==> config.mk <==
export PLATFORM = sky130hd
export DESIGN_NAME = tmatch_alarm
export DESIGN_NICKNAME = d
export VERILOG_FILES = /design/src/rtl/tmatch_pkg.sv /design/src/rtl/tmatch_regs.sv /design/src/rtl/tmatch_cmp.sv /design/src/rtl/tmatch_flag.sv /design/src/rtl/tmatch_alarm.sv
export SDC_FILE = /design/constraint.sdc
export NUM_CORES = 1
export LEC_CHECK = 0
export BUFFER_PORTS_ARGS = -buffer_cell sky130_fd_sc_hd__clkbuf_2
export CAP_MARGIN = 10
export CORE_ASPECT_RATIO = 1.4
export CORE_MARGIN = 1.5
export CORE_UTILIZATION = 33
export DETAILED_ROUTE_END_ITERATION = 6
export PLACE_DENSITY_LB_ADDON = 0.25
export SYNTH_ARGS = -nofsm -noshare
export SYNTH_HDL_FRONTEND = slang
export SYNTH_SLANG_ARGS = --single-unit
==> constraint.sdc <==
create_clock -name clk -period 4.3 [get_ports clk]
set_clock_uncertainty 0.15 [all_clocks]
set_input_delay 0.215 -clock clk [delete_from_list [all_inputs] [get_ports clk]]
set_output_delay 0.215 -clock clk [all_outputs]
set_load 0.02 [all_outputs]
==> src/rtl/tmatch_pkg.sv <==
// Shared widths, register selects and the alarm register bundle.
package tmatch_pkg;
    localparam int DW   = 8;
    localparam int SELW = 3;

    typedef enum logic [SELW-1:0] {
        SEL_SEC  = 3'd0,
        SEL_MIN  = 3'd1,
        SEL_HR   = 3'd2,
        SEL_DATE = 3'd3,
        SEL_INTR = 3'd4
    } reg_sel_e;

    typedef struct packed {
        logic [DW-1:0] date;
        logic [DW-1:0] hr;
        logic [DW-1:0] min;
        logic [DW-1:0] sec;
    } alm_regs_t;
endpackage

==> src/rtl/tmatch_regs.sv <==
// Alarm register file: four alarm registers (top bit = mask bit) and the
// two enable bits. Assumes one write per cycle; power-up beats a write.
module tmatch_regs
    import tmatch_pkg::*;
#(
    parameter int NFIELD = 4
) (
    input  logic            clk,
    input  logic            rst_n,
    input  logic            wr_en,
    input  logic [SELW-1:0] wr_sel,
    input  logic [DW-1:0]   wr_data,
    input  logic            pwr_up,
    output alm_regs_t       regs,
    output logic [NFIELD-1:0] mask,
    output logic            alarm_en,
    output logic            backup_en
);
    logic [DW-1:0] alm_q [NFIELD];

    for (genvar g = 0; g < NFIELD; g++) begin : g_alm
        // Load one alarm register when its select is written.
        always_ff @(posedge clk) begin
            if (!rst_n)
                alm_q[g] <= '0;
            else if (wr_en && wr_sel == SELW'(g))
                alm_q[g] <= wr_data;
        end
        assign mask[g] = alm_q[g][DW-1];
    end

    assign regs.sec  = alm_q[0];
    assign regs.min  = alm_q[1];
    assign regs.hr   = alm_q[2];
    assign regs.date = alm_q[3];

    // Enable bits: cleared by reset or power-up, else loaded by select 4.
    always_ff @(posedge clk) begin
        if (!rst_n || pwr_up) begin
            alarm_en  <= 1'b0;
            backup_en <= 1'b0;
        end else if (wr_en && wr_sel == SEL_INTR) begin
            alarm_en  <= wr_data[DW-1];
            backup_en <= wr_data[DW-2];
        end
    end
endmodule

==> src/rtl/tmatch_cmp.sv <==
// Masked comparator: decodes the mask code into a repeat rate and compares
// the time fields (top bit excluded) against the alarm registers.
// Unlisted mask codes fall back to once per second.
module tmatch_cmp
    import tmatch_pkg::*;
(
    input  logic [DW-1:0] sec,
    input  logic [DW-1:0] min,
    input  logic [DW-1:0] hr,
    input  logic [DW-1:0] date,
    input  alm_regs_t     regs,
    input  logic [3:0]    mask,
    output logic          match
);
    logic eq_s, eq_m, eq_h, eq_d;

    // Per-field equality on the value bits only.
    always_comb begin
        eq_s = sec[DW-2:0]  == regs.sec[DW-2:0];
        eq_m = min[DW-2:0]  == regs.min[DW-2:0];
        eq_h = hr[DW-2:0]   == regs.hr[DW-2:0];
        eq_d = date[DW-2:0] == regs.date[DW-2:0];
    end

    // Repeat-rate decode.
    always_comb begin
        unique case (mask)
            4'b1110: match = eq_s;
            4'b1100: match = eq_s && eq_m;
            4'b1000: match = eq_s && eq_m && eq_h;
            4'b0000: match = eq_s && eq_m && eq_h && eq_d;
            default: match = 1'b1;
        endcase
    end
endmodule

==> src/rtl/tmatch_flag.sv <==
// Alarm flag: set on a tick that matches, cleared by a read strobe.
// A set in the same cycle as a read wins so no alarm is lost.
module tmatch_flag (
    input  logic clk,
    input  logic rst_n,
    input  logic tick,
    input  logic match,
    input  logic rd,
    output logic flag
);
    // Set-dominant flag register.
    always_ff @(posedge clk) begin
        if (!rst_n)
            flag <= 1'b0;
        else if (tick && match)
            flag <= 1'b1;
        else if (rd)
            flag <= 1'b0;
    end
endmodule

==> src/rtl/tmatch_alarm.sv <==
// Top of the masked time-match alarm unit. Assumes the time inputs already
// hold the new second while tick_i is high.
module tmatch_alarm
    import tmatch_pkg::*;
(
    input  logic            clk,
    input  logic            rst_n,
    input  logic [DW-1:0]   sec_i,
    input  logic [DW-1:0]   min_i,
    input  logic [DW-1:0]   hr_i,
    input  logic [DW-1:0]   date_i,
    input  logic            tick_i,
    input  logic            wr_en_i,
    input  logic [SELW-1:0] wr_sel_i,
    input  logic [DW-1:0]   wr_data_i,
    input  logic            flag_rd_i,
    input  logic            pwr_up_i,
    input  logic            backup_i,
    output logic            alarm_flag_o,
    output logic            alarm_en_o,
    output logic            backup_en_o,
    output logic            irq_o
);
    alm_regs_t  regs;
    logic [3:0] mask_code;
    logic       hit;

    tmatch_regs #(.NFIELD(4)) u_regs (
        .clk(clk), .rst_n(rst_n), .wr_en(wr_en_i), .wr_sel(wr_sel_i),
        .wr_data(wr_data_i), .pwr_up(pwr_up_i), .regs(regs),
        .mask(mask_code), .alarm_en(alarm_en_o), .backup_en(backup_en_o)
    );

    tmatch_cmp u_cmp (
        .sec(sec_i), .min(min_i), .hr(hr_i), .date(date_i),
        .regs(regs), .mask(mask_code), .match(hit)
    );

    tmatch_flag u_flag (
        .clk(clk), .rst_n(rst_n), .tick(tick_i), .match(hit),
        .rd(flag_rd_i), .flag(alarm_flag_o)
    );

    // Interrupt gate: enable chosen by the present power mode.
    always_comb begin
        irq_o = alarm_flag_o && (backup_i ? backup_en_o : alarm_en_o);
    end
endmodule

==> qor.txt <==
min cycle time layout -> 1.82 ns
Hold Slack -> 0.0487 ns
die area -> 5670 sq um
dpl cells -> 249
status -> finished, final reports clean
Wirelength per Cell -> 13.6 um
Total GRT Usage -> 13.7%
max-slew headroom at the worst pin -> 20.3%
Post-DP HPWL -> 2700 um
unrepaired setup endpoints after global routing -> false
clock share of power -> 31.2%
Clock Latency Late Sink -> 0.28 ns
Startpoint Class -> flop
Final Util -> 43.0%
Pint -> 549 uW
CTS tree -> yes
Routed Antenna Nets -> 0
FF+latch area -> 1020 sq um
setup bufs post-CTS -> 0
Layout Cells excl Fill -> 257
Mapped Area -> 1720 sq um
dpl cell area -> 2050 sq um
final hold violations -> 0
P_sw -> 160 uW
max-slew violations -> 0
Layout Nets -> 242
Syn Area/Cell -> 12.7 sq um
worst hold path class -> in -> reg
post-route setup TNS -> 0 ns
grt ovf -> 0
largest net degree at the start of global routing -> 11
Largest stage delay, worst path -> 0.38 ns
Max Cap Viol -> 0
Finished Cell Area -> 2130 sq um
CTS sink cnt -> 35
P per Cell Area -> 333 nW/um^2
area of the multi-input gates -> 698 sq um
syn_nets -> 186
vias per cell -> 4.58
CP Capture Type -> flop
vias in the first global route -> 1157
Seq/Total Area, Yosys -> 59.3%
Final Setup Violations -> 0
CTS Buf Count -> 5
post-synthesis cell type count -> 24
sequential share of power -> 57.0%
Yosys warnings -> 0
detailed-route via count -> 1176
Tcrit/Tclk final -> 42.2%
FILL cells -> 508
Die Y -> 88.5 um
combinational share of power -> 11.7%
Worst-Margin Slew -> 1.18 ns
Critical Path AT -> 1.89 ns
fmax -> 0.551 GHz
post-CTS resize count -> 0
layout cells sized above 1 -> 29.0%
Placer Congestion -> 0.765
Max Root-Sink Buffers -> 2
Leak Pwr -> 0.809 nW
initial antenna violation count -> 0
Hold-fix buffers, CTS -> 0
first-pass GRT wire length -> 5520 um
routed wire length -> 3490 um
initial cell density of the core -> 34.8%
CTS H-tree lvls -> 2
1st-pass router iterations -> 4
Ant. Diodes -> 0
FF+latch count, synth -> 35
die width -> 64.1 um
Crit Path Class -> reg -> reg
Max FO, Critical Path -> 1
Critical Path Slowest Stage Cell -> edfxtp_1
cells after synthesis -> 136
Residual DRC -> 0
Iter 0 DRT Violations -> 29
WP data required -> 4.37 ns
row count -> 30
Port Buf Inserts -> 49
clock slew at reported path FFs -> 0.07 ns
area delta synth->final -> 23.6%
maximum VDD drop -> 170 uV
Root Driver -> clkbuf_8
crit path cell chain -> xor2_1 > nor4_1 > a41oi_1 > o41ai_1 > a22o_1
# IOs -> 54
core area -> 4950 sq um
Sw Ratio -> 22.5%
## layout by cell type, fill, tap and decap left out, drive strengths merged
cell type,n
clkbuf,56
and2,32
edfxtp,32
xnor2,22
nor2,6
xor2,6
o21ai,5
nand2b,4
nand4,4
nand2,3
mux2i,3
nor3,3
dfxtp,3
nand3,3
nor4,2
o31ai,1
inv,1
nand3b,1
o21a,1
a41oi,1
o32a,1
o41ai,1
a22o,1
clkinv,1
## worst paths after layout
| check | start | endpoint | slack (ns) | cells past startpoint |
|---|---|---|---|---|
| setup / recovery | u_regs.alm_q[3][5]$_SDFFCE_PN0P_ | u_flag.flag$_SDFFE_PN0P_ | 2.48 | 5 |
| hold / removal | pwr_up_i | u_regs.backup_en$_SDFFE_PP0P_ | 0.05 | 3 |
| setup reg to reg | u_regs.alm_q[3][5]$_SDFFCE_PN0P_ | u_flag.flag$_SDFFE_PN0P_ | 2.48 | 5 |
| hold reg to reg | u_regs.backup_en$_SDFFE_PP0P_ | u_regs.backup_en$_SDFFE_PP0P_ | 0.39 | 2 |
## layout make-up
type	instances	share of cell area [%]
sequential	35	47.9
multi-input combinational	100	32.8
timing repair buffer	49	11.5
tap	64	3.76
clock buffer	7	3.58
clock inverter	1	0.235
inverter	1	0.176
## synthesized netlist by cell type
cell type  count  share of area (%)
nand3_4        1                1.0
o21ai_1        3               0.87
o41ai_1        1               0.51
a22o_1         1               0.51
nand3_1        2               0.58
nand2b_1       4                1.5
inv_1          1               0.22
edfxtp_1      32                 56
nor4_1         2               0.73
o21a_1         1               0.44
nor3_1         3               0.87
mux2i_1        3                1.7
nand3b_1       1               0.44
dfxtp_1        3                3.5
o31ai_1        1               0.44
nor2_1         6                1.3
nand4_1        4                1.5
nand2_1        3               0.65
xnor2_1       22                 11
o21ai_0        2               0.58
a41oi_1        1               0.51
o32a_1         1               0.58
xor2_1         6                3.1
and2_1        32                 12
## per-layer routing
layer,GRT usage [%],share of wire (%),vias up
met4,5.34,1.5,0
li1,-,-,594
met5,0,0,-
met1,15.0,38,529
met2,25.0,54,49
met3,3.94,6.0,4
## through the flow
step                      total power [mW]  worst slack (ns)
after global placement               0.495              2.29
final                                0.709              2.48
after CTS                            0.717              2.41
after floorplan                      0.455              2.67
after global routing                 0.741              2.33
after detailed placement             0.497              2.27
## registers in the layout, indices dropped and copies added, names as in the netlist
register	flops
u_flag.flag	1
u_regs.alarm_en	1
u_regs.alm_q	32
u_regs.backup_en	1
## kinds of logic after synthesis
kind of cell / share of synthesized area (%)
flops: 59.3
simple gates: 20.1
mux: 1.74
xor+xnor: 14.2
buf+inv: 0.218
compound gates: 4.43
## critical path: cells and delay by family (launching register included)
family          cells  cell delay [ns]
compound gates      3             0.75
flops               1             0.38
xor+xnor            1             0.17
simple gates        1             0.32
## power groups by stage
stage	clock, mW	sequential, mW	combinational (mW)
finish	0.221	0.404	0.0832
global route	0.242	0.406	0.0927
floorplan	0	0.410	0.0451
CTS	0.227	0.404	0.0851
detailed placement	0	0.412	0.0847
global placement	0	0.411	0.0843
Note: power is estimated with default switching activity, not from simulation.
